[config.mk]
export PLATFORM = sky130hd
export DESIGN_NAME = cvid_line_timer
export DESIGN_NICKNAME = d
export VERILOG_FILES = /design/src/rtl/cvid_pkg.sv /design/src/rtl/cvid_raster.sv /design/src/rtl/cvid_fetch.sv /design/src/rtl/cvid_serializer.sv /design/src/rtl/cvid_line_timer.sv
export SDC_FILE = /design/constraint.sdc
export NUM_CORES = 1
export LEC_CHECK = 0
export ABC_AREA = 1
export ABC_CLOCK_PERIOD_IN_PS = 6800
export BUFFER_PORTS_ARGS = -buffer_cell sky130_fd_sc_hd__clkbuf_2
export CAP_MARGIN = 30
export CORE_MARGIN = 2
export CORE_UTILIZATION = 50
export DETAILED_ROUTE_END_ITERATION = 16
export PLACE_DENSITY_LB_ADDON = 0.05
export SLEW_MARGIN = 0
export SYNTH_ARGS = -nofsm -noshare
export SYNTH_HDL_FRONTEND = slang
export SYNTH_SLANG_ARGS = --single-unit
[constraint.sdc]
create_clock -name clk_i -period 6.8 [get_ports clk_i]
set_clock_uncertainty 0.15 [all_clocks]
set_input_delay 0.68 -clock clk_i [delete_from_list [all_inputs] [get_ports clk_i]]
set_output_delay 0.68 -clock clk_i [all_outputs]
set_load 0.01 [all_outputs]
[src/rtl/cvid_pkg.sv]
package cvid_pkg;
  typedef enum logic [1:0] {
    LVL_SYNC  = 2'b00,
    LVL_BLACK = 2'b01,
    LVL_WHITE = 2'b11
  } level_e;

  typedef enum logic {
    LINE_NORMAL = 1'b0,
    LINE_VSYNC  = 1'b1
  } line_kind_e;
endpackage

[src/rtl/cvid_raster.sv]
module cvid_raster
  import cvid_pkg::*;
#(
  parameter int LINE_CLKS   = 635,
  parameter int FRAME_LINES = 262,
  parameter int V_LINES     = 200,
  parameter int VS_FIRST    = 240,
  parameter int VS_COUNT    = 3,
  localparam int HW = $clog2(LINE_CLKS),
  localparam int VW = $clog2(FRAME_LINES)
) (
  input  logic          clk_i,
  input  logic          rst_i,
  output logic [HW-1:0] h_o,
  output logic [VW-1:0] v_o,
  output line_kind_e    kind_o,
  output logic          new_line_o,
  output logic          active_o
);
  localparam logic [HW-1:0] H_LAST = HW'(LINE_CLKS - 1);
  localparam logic [VW-1:0] V_LAST = VW'(FRAME_LINES - 1);

  logic [VW-1:0] v_next;
  line_kind_e    kind_next;

  assign new_line_o = (h_o == H_LAST);
  assign active_o   = (int'(v_o) < V_LINES);

  always_comb begin
    v_next    = (v_o == V_LAST) ? '0 : v_o + 1'b1;
    kind_next = ((int'(v_next) >= VS_FIRST) && (int'(v_next) < VS_FIRST + VS_COUNT))
                ? LINE_VSYNC : LINE_NORMAL;
  end

  always_ff @(posedge clk_i) begin
    if (rst_i) begin
      h_o    <= '0;
      v_o    <= '0;
      kind_o <= (VS_FIRST == 0) ? LINE_VSYNC : LINE_NORMAL;
    end else if (new_line_o) begin
      h_o    <= '0;
      v_o    <= v_next;
      kind_o <= kind_next;
    end else begin
      h_o <= h_o + 1'b1;
    end
  end

  AST_H_WRAP: assert property (@(posedge clk_i) disable iff (rst_i)
    new_line_o |=> (h_o == '0));
  AST_V_WRAP: assert property (@(posedge clk_i) disable iff (rst_i)
    (new_line_o && v_o == V_LAST) |=> (v_o == '0));
  AST_VSYNC_KIND: assert property (@(posedge clk_i) disable iff (rst_i)
    (kind_o == LINE_VSYNC) |-> ((int'(v_o) >= VS_FIRST) && (int'(v_o) < VS_FIRST + VS_COUNT)));
endmodule

[src/rtl/cvid_fetch.sv]
module cvid_fetch #(
  parameter int H_PIXELS = 256,
  parameter int V_LINES  = 200,
  parameter int VW       = 9,
  localparam int BYTES = H_PIXELS / 8,
  localparam int BIW   = (BYTES > 1) ? $clog2(BYTES) : 1,
  localparam int CW    = $clog2(BYTES + 1),
  localparam int AW    = $clog2(V_LINES * BYTES)
) (
  input  logic           clk_i,
  input  logic           rst_i,
  input  logic [VW-1:0]  v_i,
  input  logic           new_line_i,
  input  logic           active_i,
  output logic           req_valid_o,
  input  logic           req_ready_i,
  output logic [AW-1:0]  req_addr_o,
  input  logic           rsp_valid_i,
  input  logic [7:0]     rsp_data_i,
  input  logic [BIW-1:0] rd_idx_i,
  output logic [7:0]     rd_byte_o,
  output logic           rd_ok_o
);
  logic          armed;
  logic [CW-1:0] req_cnt;
  logic [CW-1:0] rsp_cnt;
  logic [7:0]    lbuf [BYTES];
  logic [BYTES-1:0] lvalid;

  assign req_valid_o = armed && active_i && !new_line_i && (int'(req_cnt) < BYTES);
  assign req_addr_o  = AW'(int'(v_i) * BYTES + int'(req_cnt));
  assign rd_byte_o   = lbuf[rd_idx_i];
  assign rd_ok_o     = lvalid[rd_idx_i];

  always_ff @(posedge clk_i) begin
    if (rst_i) begin
      armed   <= 1'b0;
      req_cnt <= '0;
      rsp_cnt <= '0;
      lvalid  <= '0;
    end else begin
      armed <= 1'b1;
      if (new_line_i) begin
        req_cnt <= '0;
        rsp_cnt <= '0;
        lvalid  <= '0;
      end else begin
        if (req_valid_o && req_ready_i) req_cnt <= req_cnt + 1'b1;
        if (rsp_valid_i && (int'(rsp_cnt) < BYTES)) begin
          lvalid[BIW'(rsp_cnt)] <= 1'b1;
          rsp_cnt <= rsp_cnt + 1'b1;
        end
      end
    end
  end

  always_ff @(posedge clk_i) begin
    if (!rst_i && !new_line_i && rsp_valid_i && (int'(rsp_cnt) < BYTES))
      lbuf[BIW'(rsp_cnt)] <= rsp_data_i;
  end

  AST_REQ_HOLD: assert property (@(posedge clk_i) disable iff (rst_i)
    (req_valid_o && !req_ready_i) |=> (req_valid_o && $stable(req_addr_o)));
  AST_RSP_AFTER_REQ: assert property (@(posedge clk_i) disable iff (rst_i)
    (rsp_cnt <= req_cnt));
endmodule

[src/rtl/cvid_serializer.sv]
module cvid_serializer
  import cvid_pkg::*;
#(
  parameter int LINE_CLKS   = 635,
  parameter int H_PIXELS    = 256,
  parameter int PIX_DIV     = 2,
  parameter int VIDEO_START = 70,
  parameter int SYNC_CLKS   = 47,
  parameter int VS_GAP      = 47,
  localparam int HW  = $clog2(LINE_CLKS),
  localparam int BYTES = H_PIXELS / 8,
  localparam int BIW = (BYTES > 1) ? $clog2(BYTES) : 1,
  localparam int PXW = $clog2(H_PIXELS),
  localparam int WIN_END = VIDEO_START + H_PIXELS * PIX_DIV
) (
  input  logic           clk_i,
  input  logic           rst_i,
  input  logic [HW-1:0]  h_i,
  input  line_kind_e     kind_i,
  input  logic           active_i,
  input  logic           new_line_i,
  output logic [BIW-1:0] rd_idx_o,
  input  logic [7:0]     rd_byte_i,
  input  logic           rd_ok_i,
  output logic [1:0]     level_o
);
  logic           sync_now;
  logic           in_win;
  logic [PXW-1:0] pix;
  logic           bit_val;
  level_e         level_d;

  always_comb begin
    sync_now = (kind_i == LINE_VSYNC) ? (int'(h_i) < LINE_CLKS - VS_GAP)
                                      : (int'(h_i) < SYNC_CLKS);
    in_win   = active_i && (int'(h_i) >= VIDEO_START) && (int'(h_i) < WIN_END);
    pix      = PXW'((int'(h_i) - VIDEO_START) / PIX_DIV);
    rd_idx_o = BIW'(pix >> 3);
    bit_val  = rd_byte_i[3'd7 - pix[2:0]];
    if (sync_now)                          level_d = LVL_SYNC;
    else if (in_win && rd_ok_i && bit_val) level_d = LVL_WHITE;
    else                                   level_d = LVL_BLACK;
  end

  always_ff @(posedge clk_i) begin
    if (rst_i) level_o <= LVL_BLACK;
    else       level_o <= level_d;
  end

  always_comb begin
    AST_NO_BAD_CODE: assert (rst_i || level_o != 2'b10);
  end
  AST_LINE_OPENS_SYNC: assert property (@(posedge clk_i) disable iff (rst_i)
    $past(new_line_i, 2) |-> (level_o == LVL_SYNC));
  AST_WHITE_IN_WINDOW: assert property (@(posedge clk_i) disable iff (rst_i)
    (level_o == LVL_WHITE) |-> $past(in_win));
endmodule

[src/rtl/cvid_line_timer.sv]
module cvid_line_timer
  import cvid_pkg::*;
#(
  parameter int LINE_CLKS   = 635,
  parameter int FRAME_LINES = 262,
  parameter int V_LINES     = 200,
  parameter int H_PIXELS    = 256,
  parameter int PIX_DIV     = 2,
  parameter int VIDEO_START = 70,
  parameter int SYNC_CLKS   = 47,
  parameter int VS_FIRST    = 240,
  parameter int VS_COUNT    = 3,
  parameter int VS_GAP      = 47,
  localparam int HW    = $clog2(LINE_CLKS),
  localparam int VW    = $clog2(FRAME_LINES),
  localparam int BYTES = H_PIXELS / 8,
  localparam int BIW   = (BYTES > 1) ? $clog2(BYTES) : 1,
  localparam int AW    = $clog2(V_LINES * BYTES)
) (
  input  logic          clk_i,
  input  logic          rst_i,
  output logic          fb_req_valid_o,
  input  logic          fb_req_ready_i,
  output logic [AW-1:0] fb_req_addr_o,
  input  logic          fb_rsp_valid_i,
  input  logic [7:0]    fb_rsp_data_i,
  output logic [1:0]    level_o
);
  logic [HW-1:0]  h;
  logic [VW-1:0]  v;
  line_kind_e     kind;
  logic           new_line;
  logic           active;
  logic [BIW-1:0] rd_idx;
  logic [7:0]     rd_byte;
  logic           rd_ok;

  cvid_raster #(
    .LINE_CLKS(LINE_CLKS), .FRAME_LINES(FRAME_LINES), .V_LINES(V_LINES),
    .VS_FIRST(VS_FIRST), .VS_COUNT(VS_COUNT)
  ) u_raster (
    .clk_i(clk_i), .rst_i(rst_i), .h_o(h), .v_o(v), .kind_o(kind),
    .new_line_o(new_line), .active_o(active)
  );

  cvid_fetch #(
    .H_PIXELS(H_PIXELS), .V_LINES(V_LINES), .VW(VW)
  ) u_fetch (
    .clk_i(clk_i), .rst_i(rst_i), .v_i(v), .new_line_i(new_line), .active_i(active),
    .req_valid_o(fb_req_valid_o), .req_ready_i(fb_req_ready_i), .req_addr_o(fb_req_addr_o),
    .rsp_valid_i(fb_rsp_valid_i), .rsp_data_i(fb_rsp_data_i),
    .rd_idx_i(rd_idx), .rd_byte_o(rd_byte), .rd_ok_o(rd_ok)
  );

  cvid_serializer #(
    .LINE_CLKS(LINE_CLKS), .H_PIXELS(H_PIXELS), .PIX_DIV(PIX_DIV),
    .VIDEO_START(VIDEO_START), .SYNC_CLKS(SYNC_CLKS), .VS_GAP(VS_GAP)
  ) u_ser (
    .clk_i(clk_i), .rst_i(rst_i), .h_i(h), .kind_i(kind), .active_i(active),
    .new_line_i(new_line), .rd_idx_o(rd_idx), .rd_byte_i(rd_byte), .rd_ok_i(rd_ok),
    .level_o(level_o)
  );

  AST_RESET_QUIET: assert property (@(posedge clk_i)
    $past(rst_i) |-> (!fb_req_valid_o && level_o == LVL_BLACK));
endmodule

==> out/metrics.yaml <==
status:
  status: "finished clean"
yosys:
  synth_top_cell_by_area: "edfxtp_1"
  synth_edf_count: 256
  syn_area_um2: 14100
  async_reset_ff_share_pct: 0
  synth.mux.area_fraction_pct: 0
  avgSynthCellArea_um2: 10.5
  synth_compound_area_share_pct: 3.69
  synth_cells: 1345
  yosys.area_share.simple_pct: 25.2
  synth_top_area_share_pct: 54.5
  synth_cell_types: 44
  synth_fa_ha_area_share_pct: 1.24
  ys_seq_elements: 323
  ys_warn_count: 0
  yosys_most_used_dff: "edfxtp_1"
  synthXorXnorAreaFrac_pct: 1.52
  synth_area_leaders: "edfxtp_1 (54%), nand3_1 (11%), dfxtp_1 (9.5%)"
  synth_nets: 1371
  synth_top_family_by_area: "simple AND/OR/NAND/NOR gates"
  ys_seq_area_share_pct: 64.0
worst_setup_path:
  cp_data_arrival_time_ns: 4.68
  crit_top_cell: "nand3_1"
  r2r_slack_ns: 2.39
  critPathCaptureType: "flop"
  worstPathCellList: "inv_4, nand2_4, o21ai_2, and3_1, ha_1, nand2_1, nor2_4, nand2_4, nand2_4, clkinv_2, buf_12, nand2_1, nand3_1, nand3_1, nand3_1, nand3_1, nand3_1, nand2_1, nand2_1, a21oi_1, nor2_1"
  critPathMaxFanout: 48
  start_kind: "flop"
  path_class: "reg2reg"
  slowest_delay_ns: 0.66
  slowest_stage: "clkinv_2"
  cp_data_required_time_ns: 7.07
floorplanning:
  initial_core_util_pct: 50.8
  core-area_um2: 27800
  die_y_um: 172
  io_pins: 28
  die-area_um2: 29600
  die_w_um: 172
  rows: 61
routing:
  initialDrtViolationCount: 945
  vias: 9847
  detail_route.vias_per_cell: 5.62
  ant_nets: 0
  wire_per_inst_um: 20.8
  first_pass_iters: 5
  routed_wl_um: 36500
  drc: 0
clock_tree:
  cts.path.max_buffers: 3
  htree_num_levels: 2
  cts_tree: "yes"
  ctsResizeCount: 0
  clock_sinks: 323
  cts.root.buffer_cell: "clkbuf_16"
  cts_hold_buf: 0
  cts_setup_buffers: 0
  clk_pin_slew_worst_paths_ns: 0.06
  cts_made_buffers: 35
  clock_latency_ns: 0.52
worst_hold_path:
  hp-class: "reg2reg"
final_layout:
  layout-drive-gt1-share_pct: 10.6
  diodes: 0
  fill_cells: 2498
  fin_util_pct: 55.9
  final_nets: 1376
  area_delta_synth_final_pct: 10.0
sta:
  post-route-period-util_pct: 64.9
  final_max_slew_viol_count: 0
  fin_crit_ns: 4.41
  rsz0062_at_grt: "false"
  hold_viol: 0
  setup_tns_ns: 0
  setup_viol: 0
  slew_headroom_pct: 35.1
  hold-worst-slack_ns: 0.327
  fmax_ghz: 0.227
  tightest_slew_ns: 0.971
power_and_ir_drop:
  pwr_density_cell_nw_per_um2: 273
  power_w: 0.00424
  vdd_ir_drop_max_mv: 0.183
  p_leak_nw: 5.61
global_route:
  met1_usage_pct: 35.4
  grt.busiest_layer: "met2"
  antenna_found_initial: 0
  grt_pass1_wl_um: 55600
  grtUsageMet3_pct: 3.50
  gr-total-overflow: 0
  grt_usage_pct: 25.2
  grt_pass1_vias: 9368
  grt_max_degree: 73
  grt_use_met2_pct: 40.7
placed_design:
  gp_congestion: 0.839
  dpl.hpwl_um: 21700
  port-buffer-count: 27
job:
  max-cap-violations: 0
path summary, 6_finish.rpt:
| check | cells after the start | to | from |
|---|---|---|---|
| max | 21 | u_ser.level_o[1] | u_raster.h_o[3] |
| min reg2reg | 2 | u_fetch.rsp_cnt[5] | u_fetch.rsp_cnt[5] |
| max reg2reg | 21 | u_ser.level_o[1] | u_raster.h_o[3] |
| min | 2 | u_fetch.rsp_cnt[5] | u_fetch.rsp_cnt[5] |
cell type report:
cell class / instances / area [µm²] / share of cell area [%]
clock buffers: 51 / 987 / 6.36
clock inverters: 11 / 68.8 / 0.444
inverters: 62 / 239 / 1.54
multi-input cells: 889 / 4460 / 28.8
flip-flops and latches: 323 / 9030 / 58.2
well taps: 378 / 473 / 3.05
repair buffers: 39 / 258 / 1.66
power breakdown:
group / leakage, nW / total (W) / switching, W / internal, W
Sequential: 2.84 / 0.00215 / 0.00000567 / 0.00214
Combinational: 2.25 / 0.000332 / 0.000246 / 0.0000860
Clock: 0.517 / 0.00177 / 0.000754 / 0.00101
Yosys cell counts, drive strengths merged (2+ instances only):
cell type	number
nand2	358
nand3	321
edfxtp	256
nor2	73
dfxtp	67
inv	62
buf	58
a31o	30
a21oi	19
ha	14
clkbuf	13
o21ai	13
xor2	13
nand3b	11
nor3	7
nor3b	6
o22ai	6
nor4	4
nand4	2
xnor2	2
flip-flops by register name, summed over array words and instances, names as in the netlist:
| name | cells |
|---|---|
| u_raster.kind_o | 1 |
| u_fetch.lbuf | 256 |
| u_fetch.rsp_cnt | 6 |
| u_ser.level_o | 2 |
| u_fetch.req_cnt | 6 |
| u_raster.h_o | 10 |
| u_fetch.armed | 1 |
| u_raster.v_o | 9 |
| u_fetch.lvalid | 32 |
metal layers:
layer | vias to the layer above | share of wire (%)
li1 | 4708 | -
met1 | 4779 | 44
met2 | 296 | 47
met3 | 64 | 5.8
met4 | 0 | 3.0
met5 | - | 0
stage by stage:
stage	std cells	cell area (µm²)	setup slack, ns
after global placement	1690	14400	2.47
final	1753	15500	2.39
after CTS	1753	15500	2.39
after floorplan	1345	14100	3.98
after global routing	1753	15500	1.95
after detailed placement	1691	14500	2.41
cell usage in the layout (no fill, tap or decap), drive strengths merged:
| cell | instances |
|---|---|
| nand2 | 358 |
| nand3 | 321 |
| edfxtp | 256 |
| clkbuf | 78 |
| nor2 | 73 |
| dfxtp | 67 |
| inv | 62 |
| a31o | 30 |
| a21oi | 19 |
| ha | 14 |
| o21ai | 13 |
| xor2 | 13 |
| buf | 12 |
| nand3b | 11 |
| clkinv | 11 |
| nor3 | 7 |
| nor3b | 6 |
| o22ai | 6 |
| nor4 | 4 |
| nand4 | 2 |
| xnor2 | 2 |
| and3 | 1 |
| a211oi | 1 |
| o32ai | 1 |
| o211ai | 1 |
| or2 | 1 |
| o21a | 1 |
| o311ai | 1 |
| o31ai | 1 |
| o2111ai | 1 |
| or4 | 1 |
worst max-delay path: cells and delay by family, from the launching register on:
kind,cells,cell delay [ns]
flops,1,0.39
buf+inv,3,1.20
compound gates,2,0.32
simple gates,15,2.02
fa+ha+maj,1,0.16
cell families (layout without fill, tap and decap cells):
logic type | Yosys count | in the layout
fa+ha+maj | 14 | 14
simple gates | 785 | 785
compound gates | 75 | 75
xor+xnor | 15 | 15
flops | 323 | 323
buf+inv | 133 | 163
No activity file was read; power rests on OpenSTA's default activity.
